File: config.mk
export PLATFORM = sky130hd
export DESIGN_NAME = tflag_alu
export DESIGN_NICKNAME = d
export VERILOG_FILES = /design/src/rtl/tfalu_pkg.sv /design/src/rtl/alu_addsub.sv /design/src/rtl/alu_cmp.sv /design/src/rtl/alu_bitops.sv /design/src/rtl/tflag_alu.sv
export SDC_FILE = /design/constraint.sdc
export NUM_CORES = 1
export LEC_CHECK = 0
export ABC_AREA = 1
export CORE_MARGIN = 5
export CORE_UTILIZATION = 40
export CTS_BUF_LIST = sky130_fd_sc_hd__clkbuf_16
export DETAILED_ROUTE_END_ITERATION = 8
export GPL_ROUTABILITY_DRIVEN = 0
export GPL_TIMING_DRIVEN = 0
export PLACE_DENSITY_LB_ADDON = 0.3
export SYNTH_ARGS = -nofsm -noshare
export SYNTH_HDL_FRONTEND = slang
export SYNTH_SLANG_ARGS = --single-unit
File: constraint.sdc
create_clock -name clk -period 0.8 [get_ports clk]
set_clock_uncertainty 0.2 [all_clocks]
set_input_delay 0.12 -clock clk [delete_from_list [all_inputs] [get_ports clk]]
set_output_delay 0.12 -clock clk [all_outputs]
set_load 0.02 [all_outputs]
File: src/rtl/tfalu_pkg.sv
package tfalu_pkg;

    parameter int OP_W = 6;

    typedef enum logic [OP_W-1:0] {
        OP_ADD    = 6'd0,
        OP_ADDC   = 6'd1,
        OP_ADDV   = 6'd2,
        OP_SUB    = 6'd3,
        OP_SUBC   = 6'd4,
        OP_SUBV   = 6'd5,
        OP_NEG    = 6'd6,
        OP_NEGC   = 6'd7,
        OP_DT     = 6'd8,
        OP_ADDI   = 6'd9,
        OP_MOVI   = 6'd10,
        OP_CMPEQ  = 6'd11,
        OP_CMPHS  = 6'd12,
        OP_CMPGE  = 6'd13,
        OP_CMPHI  = 6'd14,
        OP_CMPGT  = 6'd15,
        OP_CMPPZ  = 6'd16,
        OP_CMPPL  = 6'd17,
        OP_CMPSTR = 6'd18,
        OP_CMPEQI = 6'd19,
        OP_AND    = 6'd20,
        OP_OR     = 6'd21,
        OP_XOR    = 6'd22,
        OP_NOT    = 6'd23,
        OP_ANDI   = 6'd24,
        OP_ORI    = 6'd25,
        OP_XORI   = 6'd26,
        OP_TST    = 6'd27,
        OP_TSTI   = 6'd28,
        OP_EXTSB  = 6'd29,
        OP_EXTSW  = 6'd30,
        OP_EXTUB  = 6'd31,
        OP_EXTUW  = 6'd32
    } alu_op_e;

    localparam int LAST_OP = 32;

endpackage

File: src/rtl/alu_addsub.sv
module alu_addsub #(
    parameter int WIDTH = 32
) (
    input  logic [WIDTH-1:0] x_in,
    input  logic [WIDTH-1:0] y_in,
    input  logic             c_in,
    output logic [WIDTH-1:0] sum_out,
    output logic             c_out,
    output logic             v_out
);
    logic [WIDTH:0] wide_sum;

    always_comb begin
        wide_sum = {1'b0, x_in} + {1'b0, y_in} + {{WIDTH{1'b0}}, c_in};
        sum_out  = wide_sum[WIDTH-1:0];
        c_out    = wide_sum[WIDTH];
        // Signed overflow: both operands share a sign that the sum does not.
        v_out    = (x_in[WIDTH-1] == y_in[WIDTH-1]) &&
                   (wide_sum[WIDTH-1] != x_in[WIDTH-1]);
    end
endmodule

File: src/rtl/alu_cmp.sv
module alu_cmp #(
    parameter int WIDTH = 32
) (
    input  logic [WIDTH-1:0] lhs,
    input  logic [WIDTH-1:0] rhs,
    output logic             is_eq,
    output logic             is_hs,
    output logic             is_ge,
    output logic             is_hi,
    output logic             is_gt,
    output logic             is_pz,
    output logic             is_pl,
    output logic             lane_hit
);
    localparam int LANES = WIDTH / 8;

    logic [LANES-1:0] lane_eq;

    for (genvar g = 0; g < LANES; g++) begin : g_lane
        assign lane_eq[g] = (lhs[g*8 +: 8] == rhs[g*8 +: 8]);
    end

    always_comb begin
        is_eq    = (lhs == rhs);
        is_hs    = (lhs >= rhs);
        is_hi    = (lhs >  rhs);
        is_ge    = ($signed(lhs) >= $signed(rhs));
        is_gt    = ($signed(lhs) >  $signed(rhs));
        is_pz    = ~lhs[WIDTH-1];
        is_pl    = ~lhs[WIDTH-1] && (lhs != '0);
        lane_hit = |lane_eq;
    end
endmodule

File: src/rtl/alu_bitops.sv
module alu_bitops
    import tfalu_pkg::*;
#(
    parameter int WIDTH = 32
) (
    input  alu_op_e          op,
    input  logic [WIDTH-1:0] lhs,
    input  logic [WIDTH-1:0] rhs,
    output logic [WIDTH-1:0] bits_out
);
    localparam int BYTE_W = 8;
    localparam int HALF_W = 16;

    always_comb begin
        unique case (op)
            OP_AND, OP_ANDI, OP_TST, OP_TSTI: bits_out = lhs & rhs;
            OP_OR,  OP_ORI:                   bits_out = lhs | rhs;
            OP_XOR, OP_XORI:                  bits_out = lhs ^ rhs;
            OP_NOT:   bits_out = ~rhs;
            OP_EXTSB: bits_out = {{(WIDTH-BYTE_W){rhs[BYTE_W-1]}}, rhs[BYTE_W-1:0]};
            OP_EXTSW: bits_out = {{(WIDTH-HALF_W){rhs[HALF_W-1]}}, rhs[HALF_W-1:0]};
            OP_EXTUB: bits_out = {{(WIDTH-BYTE_W){1'b0}}, rhs[BYTE_W-1:0]};
            OP_EXTUW: bits_out = {{(WIDTH-HALF_W){1'b0}}, rhs[HALF_W-1:0]};
            default:  bits_out = '0;
        endcase
    end
endmodule

File: src/rtl/tflag_alu.sv
module tflag_alu
    import tfalu_pkg::*;
#(
    parameter int WIDTH = 32,
    parameter int IMM_W = 8
) (
    input  logic             clk,
    input  logic             rst_n,
    input  logic [OP_W-1:0]  op_sel,
    input  logic [WIDTH-1:0] a_val,
    input  logic [WIDTH-1:0] b_val,
    input  logic [IMM_W-1:0] imm8,
    input  logic             t_in,
    output logic [WIDTH-1:0] res_out,
    output logic             res_we,
    output logic             t_out,
    output logic             t_we
);
    typedef struct packed {
        logic [WIDTH-1:0] res;
        logic             res_we;
        logic             t_val;
        logic             t_we;
    } alu_out_s;

    alu_out_s out_d, out_q;
    alu_op_e  op;

    logic [WIDTH-1:0] imm_sx, imm_zx;
    logic [WIDTH-1:0] add_x, add_y, add_sum;
    logic             add_ci, add_co, add_ov;
    logic [WIDTH-1:0] cmp_rhs, bit_rhs, bit_res;
    logic is_eq, is_hs, is_ge, is_hi, is_gt, is_pz, is_pl, lane_hit;

    assign op     = alu_op_e'(op_sel);
    assign imm_sx = {{(WIDTH-IMM_W){imm8[IMM_W-1]}}, imm8};
    assign imm_zx = {{(WIDTH-IMM_W){1'b0}}, imm8};

    // Operand steering for the shared adder.
    always_comb begin
        add_x  = a_val;
        add_y  = b_val;
        add_ci = 1'b0;
        unique case (op)
            OP_ADDC:          add_ci = t_in;
            OP_SUB, OP_SUBV:  begin add_y = ~b_val; add_ci = 1'b1;  end
            OP_SUBC:          begin add_y = ~b_val; add_ci = ~t_in; end
            OP_NEG:           begin add_x = '0; add_y = ~b_val; add_ci = 1'b1;  end
            OP_NEGC:          begin add_x = '0; add_y = ~b_val; add_ci = ~t_in; end
            OP_DT:            add_y = '1;
            OP_ADDI:          add_y = imm_sx;
            default:          ;
        endcase
    end

    assign cmp_rhs = (op == OP_CMPEQI) ? imm_sx : b_val;
    assign bit_rhs = (op inside {OP_ANDI, OP_ORI, OP_XORI, OP_TSTI}) ? imm_zx : b_val;

    alu_addsub #(.WIDTH(WIDTH)) u_addsub (
        .x_in(add_x), .y_in(add_y), .c_in(add_ci),
        .sum_out(add_sum), .c_out(add_co), .v_out(add_ov)
    );

    alu_cmp #(.WIDTH(WIDTH)) u_cmp (
        .lhs(a_val), .rhs(cmp_rhs),
        .is_eq(is_eq), .is_hs(is_hs), .is_ge(is_ge), .is_hi(is_hi),
        .is_gt(is_gt), .is_pz(is_pz), .is_pl(is_pl), .lane_hit(lane_hit)
    );

    alu_bitops #(.WIDTH(WIDTH)) u_bitops (
        .op(op), .lhs(a_val), .rhs(bit_rhs), .bits_out(bit_res)
    );

    // Next-state: per-operation write rules for the register and for T.
    always_comb begin
        out_d = '{res: '0, res_we: 1'b0, t_val: t_in, t_we: 1'b0};
        unique case (op)
            OP_ADD, OP_SUB, OP_NEG, OP_ADDI: begin
                out_d.res = add_sum; out_d.res_we = 1'b1;
            end
            OP_ADDC: begin
                out_d.res = add_sum; out_d.res_we = 1'b1;
                out_d.t_val = add_co; out_d.t_we = 1'b1;
            end
            OP_SUBC, OP_NEGC: begin
                out_d.res = add_sum; out_d.res_we = 1'b1;
                out_d.t_val = ~add_co; out_d.t_we = 1'b1;
            end
            OP_ADDV, OP_SUBV: begin
                out_d.res = add_sum; out_d.res_we = 1'b1;
                out_d.t_val = add_ov; out_d.t_we = 1'b1;
            end
            OP_DT: begin
                out_d.res = add_sum; out_d.res_we = 1'b1;
                out_d.t_val = (add_sum == '0); out_d.t_we = 1'b1;
            end
            OP_MOVI: begin
                out_d.res = imm_sx; out_d.res_we = 1'b1;
            end
            OP_CMPEQ, OP_CMPEQI: begin out_d.t_val = is_eq;    out_d.t_we = 1'b1; end
            OP_CMPHS:            begin out_d.t_val = is_hs;    out_d.t_we = 1'b1; end
            OP_CMPGE:            begin out_d.t_val = is_ge;    out_d.t_we = 1'b1; end
            OP_CMPHI:            begin out_d.t_val = is_hi;    out_d.t_we = 1'b1; end
            OP_CMPGT:            begin out_d.t_val = is_gt;    out_d.t_we = 1'b1; end
            OP_CMPPZ:            begin out_d.t_val = is_pz;    out_d.t_we = 1'b1; end
            OP_CMPPL:            begin out_d.t_val = is_pl;    out_d.t_we = 1'b1; end
            OP_CMPSTR:           begin out_d.t_val = lane_hit; out_d.t_we = 1'b1; end
            OP_TST, OP_TSTI: begin
                out_d.t_val = (bit_res == '0); out_d.t_we = 1'b1;
            end
            OP_AND, OP_OR, OP_XOR, OP_NOT, OP_ANDI, OP_ORI, OP_XORI,
            OP_EXTSB, OP_EXTSW, OP_EXTUB, OP_EXTUW: begin
                out_d.res = bit_res; out_d.res_we = 1'b1;
            end
            default: ;
        endcase
    end

    always_ff @(posedge clk or negedge rst_n) begin
        if (!rst_n) out_q <= '0;
        else        out_q <= out_d;
    end

    assign res_out = out_q.res;
    assign res_we  = out_q.res_we;
    assign t_out   = out_q.t_val;
    assign t_we    = out_q.t_we;

    // Compares never request a register write.
    assert_cmp_no_write_R5: assert property (@(posedge clk) disable iff (!rst_n)
        (op_sel inside {OP_CMPEQ, OP_CMPHS, OP_CMPGE, OP_CMPHI, OP_CMPGT, OP_CMPEQI})
        |=> (!res_we && t_we));

    // Decrement-and-test flag agrees with the written value.
    assert_dt_zero_R8: assert property (@(posedge clk) disable iff (!rst_n)
        (op_sel == OP_DT) |=> (t_we && res_we && (t_out == (res_out == '0))));

    // Logical immediate AND clears the upper bits.
    assert_andi_clear_R10: assert property (@(posedge clk) disable iff (!rst_n)
        (op_sel == OP_ANDI) |=> (res_we && (res_out[WIDTH-1:IMM_W] == '0)));

    // T-neutral operations pass T through untouched.
    assert_t_keep_R11: assert property (@(posedge clk) disable iff (!rst_n)
        (op_sel inside {OP_ADD, OP_SUB, OP_NEG, OP_AND, OP_OR, OP_XOR, OP_NOT,
                        OP_EXTSB, OP_EXTSW, OP_EXTUB, OP_EXTUW})
        |=> (!t_we && res_we && (t_out == $past(t_in))));

    // Equal operands always share a byte lane.
    assert_str_self_R7: assert property (@(posedge clk) disable iff (!rst_n)
        (a_val == cmp_rhs) |-> (lane_hit && is_eq && is_hs && is_ge));

    // Undefined codes write nothing.
    assert_undef_idle_R13: assert property (@(posedge clk) disable iff (!rst_n)
        (op_sel > OP_W'(LAST_OP)) |=> (!res_we && !t_we && (res_out == '0)));

endmodule

==> results.py <==
metrics = {
    "grt": {
        "grt_pass1_wl_mm": 58.04,
        "use_met1": 0.4060,
        "grt_pass1_vias": 10510,
        "overflow": 0,
        "use_met3": 0.05254,
        "grt.busiest_layer": "met2",
        "grtUsageTotal": 0.3014,
        "grt_start_max_net_pins": 36,
        "antenna_found_initial": 0,
        "met2_usage": 0.4753,
    },
    "logic_synthesis": {
        "synth.largest_area_cell": "ha_1",
        "synth_top_area_frac": 0.1850,
        "synthCells": 1506,
        "synthMuxAreaShare": 0.004661,
        "syn_nets": 1716,
        "synth_warnings": 0,
        "synthAdderAreaFrac": 0.1896,
        "synth_top_family_by_area": "simple AND/OR/NAND/NOR gates",
        "synthSimpleGateAreaFrac": 0.4065,
        "synthTopCellsByArea": "ha_1 (18%), nand2_1 (18%), dfrtp_1 (10%)",
        "synth_edf_count": 0,
        "synth_compound_area_frac": 0.1644,
        "syn_avg_cell_area_um2": 5.704,
        "yosysSeqAreaShare": 0.1020,
        "synth_xor_area_frac": 0.006117,
        "async_reset_ff_frac": 1.000,
        "synth_seq_cells": 35,
        "synth_ff_type": "dfrtp_1",
        "syn_area_um2": 8591,
        "ys_types": 48,
    },
    "floorplanning": {
        "initial_core_util": 0.4074,
        "rows": 53,
        "fp.dieArea_um2": 24510,
        "die_x_um": 156.6,
        "io_pins": 116,
        "coreArea_um2": 21090,
        "die_h_um": 156.6,
    },
    "clock_network": {
        "clk_pin_slew_ps": 70,
        "cts.sinks": 35,
        "cts_buffer_depth": 2,
        "cts_root_buffer": "clkbuf_16",
        "htree_levels": 2,
        "cts_tree": "done",
        "numCtsBuffers": 5,
    },
    "critical_path": {
        "path_class": "input pin to flop",
        "crit_path_start_kind": "input pin",
        "slowest_stage": "ha_1",
        "critPathMaxStageDelay_ps": 440,
        "required_ps": 830,
        "worst-endpoint-arrival_ps": 3730,
        "path_buf_inv": 6,
        "cpLargestDelayFamily": "simple AND/OR/NAND/NOR gates",
        "crit_path_frequent_cell": "nand2_1",
        "worstSetupEndpointType": "flop",
        "worstPathMaxFanout": 7,
    },
    "pwr": {
        "sw_frac_of_total": 0.4841,
        "p_total_uw": 14310,
        "clkPwrFrac": 0.166,
        "p_seq_frac": 0.141,
        "p_leak_uw": 0.006667,
        "switching_power_uw": 6927,
        "comb_power_share": 0.693,
        "p_int_uw": 7383,
        "irDropWorstVdd_mv": 0.8689,
        "p_per_area_nw_per_um2": 1098,
    },
    "drt": {
        "drt_iter0_markers": 1730,
        "vias_per_cell": 6.045,
        "postRouteAntennaNets": 0,
        "drc": 1,
        "wl_per_cell_um": 20.86,
        "firstDrtPassIters": 9,
        "vias": 12200,
        "finalWirelength_mm": 42.09,
    },
    "finish": {
        "fin_nets": 1952,
        "fill_cells": 1832,
        "diodes": 0,
        "areaGrowthSynthToFinish_pct": 51.76,
        "design_area_um2": 13040,
        "final_core_util": 0.6183,
        "drive_above_1_share": 0.3167,
    },
    "sta": {
        "slew_viol_final": 0,
        "final-hold-violation-count": 35,
        "min_period_ps": 3700,
        "rsz0062_at_grt": "true",
        "finalCritPeriodShare": 4.625,
        "worstMarginPinSlew_ps": 718.6,
        "fin_hold_ws_ps": -393.6,
        "tns_ps": -83040,
        "finalSetupViolCount": 70,
        "fmax_ghz": 0.2703,
        "relSlewSlack": 0.5209,
        "fin_ws_ps": -2900,
    },
    "outcome": {
        "violations": "design-rule violations, negative hold slack, negative setup slack",
        "status": "finished with violations",
    },
    "place": {
        "io_buffer_count": 115,
        "dp_hpwl_mm": 28.98,
        "placed_cell_area_um2": 10380,
    },
    "job": {
        "cap_viol_max_count": 0,
    },
    "worst_hold_path": {
        "hp-class": "input pin to async pin",
    },
}
-- synthesized netlist by cell type (12+ instances only) --
cell	count
clkbuf_1	19
o221ai_1	17
nor3_1	27
o21ai_0	133
inv_1	228
nand3b_1	27
nand2_1	417
nor2_1	169
nand3_1	105
ha_1	127
a21oi_1	69
buf_2	16
dfrtp_1	35
nand4_1	12
-- cell type report --
type	instances	area, um^2	share of cell area
Tap cell	275	344.1	0.02639
Timing Repair Buffer	229	2215	0.1699
Clock buffer	5	125.1	0.009597
Clock inverter	3	43.79	0.003359
Buffer	41	320.3	0.02457
Inverter	238	930.9	0.07140
Multi-Input combinational cell	1192	8183	0.6276
Sequential cell	35	875.8	0.06718
-- state kept, by name (all words and copies together), names as in the netlist --
name and count:
res_out 32, res_we 1, t_out 1, t_we 1
-- cell families (layout without fill, tap and decap cells) --
group	count (synthesis)	in the layout
adders and majority gates	129	129
muxes	4	4
and+or+nand+nor	801	801
buffers and inverters	279	516
AOI/OAI and AO/OA	252	252
DFF	35	35
xor gates and xnor gates	6	6
-- layer usage --
metal / up-vias / wire length [um]
li1: 5379 / -
met1: 5528 / 15340
met2: 988 / 17870
met3: 303 / 5760
met4: 0 / 3121
met5: - / 0
-- path summary, 6_finish.rpt --
| check | start | end | slack, ps | cells after the start |
|---|---|---|---|---|
| max in group asynchronous | rst_n | res_out[20] | 420 | 1 |
| min in group clk | op_sel[0] | t_we | 230 | 5 |
| hold / removal | rst_n | t_we | -390 | 1 |
| setup / recovery | op_sel[0] | t_out | -2900 | 27 |
-- power by group through the flow --
| stage | Sequential [uW] | Clock [uW] | Combinational, uW |
|---|---|---|---|
| floorplan | 2250 | 0 | 3960 |
| global placement | 2020 | 0 | 6430 |
| detailed placement | 2020 | 0 | 6530 |
| CTS | 2020 | 2360 | 7990 |
| global route | 2040 | 2410 | 10400 |
| finish | 2020 | 2370 | 9910 |
-- through the flow --
stage	hold slack, ps	std cells	setup slack [ps]
finish	-393.6	2018	-2900
global placement	631.9	1896	-4134
floorplan	-375.6	1506	-2275
global route	-334.6	2018	-2963
detailed placement	48.39	1896	-4137
CTS	-261.9	1972	-2567
-- timing repair --
action	4_1_cts	5_1_grt
endpoints found under the setup margin	70	105
endpoints found under the hold margin	35	35
cloned	3	0
pin swaps	83	101
setup buffers	66	46
gates resized for setup	482	201
-- cells in the final DEF (no fill, tap or decap), types with 8 or more instances in the layout --
| master | synthesis | layout |
|---|---|---|
| nand3_2 | 2 | 21 |
| a21oi_2 | 0 | 19 |
| nand2_8 | 0 | 8 |
| dfrtp_1 | 35 | 35 |
| ha_1 | 127 | 106 |
| nand4_1 | 12 | 12 |
| o211ai_1 | 9 | 9 |
| o21ai_2 | 0 | 15 |
| clkdlybuf4s50_1 | 0 | 72 |
| nand2_1 | 417 | 308 |
| inv_1 | 228 | 190 |
| buf_6 | 1 | 58 |
| ha_4 | 0 | 14 |
| nand2_4 | 5 | 30 |
| nand3_1 | 105 | 84 |
| nor2_4 | 2 | 23 |
| clkbuf_2 | 2 | 8 |
| nor2_2 | 8 | 26 |
| o221ai_2 | 0 | 14 |
| nor2_1 | 169 | 130 |
| nand3b_1 | 27 | 27 |
| buf_4 | 3 | 91 |
| nor3_1 | 27 | 15 |
| o21ai_1 | 4 | 31 |
| buf_2 | 16 | 13 |
| nand2_2 | 6 | 82 |
| nor4_1 | 10 | 8 |
| a21oi_1 | 69 | 44 |
| o21ai_0 | 133 | 89 |
| inv_2 | 10 | 39 |
(Power assumes the default switching activity.)
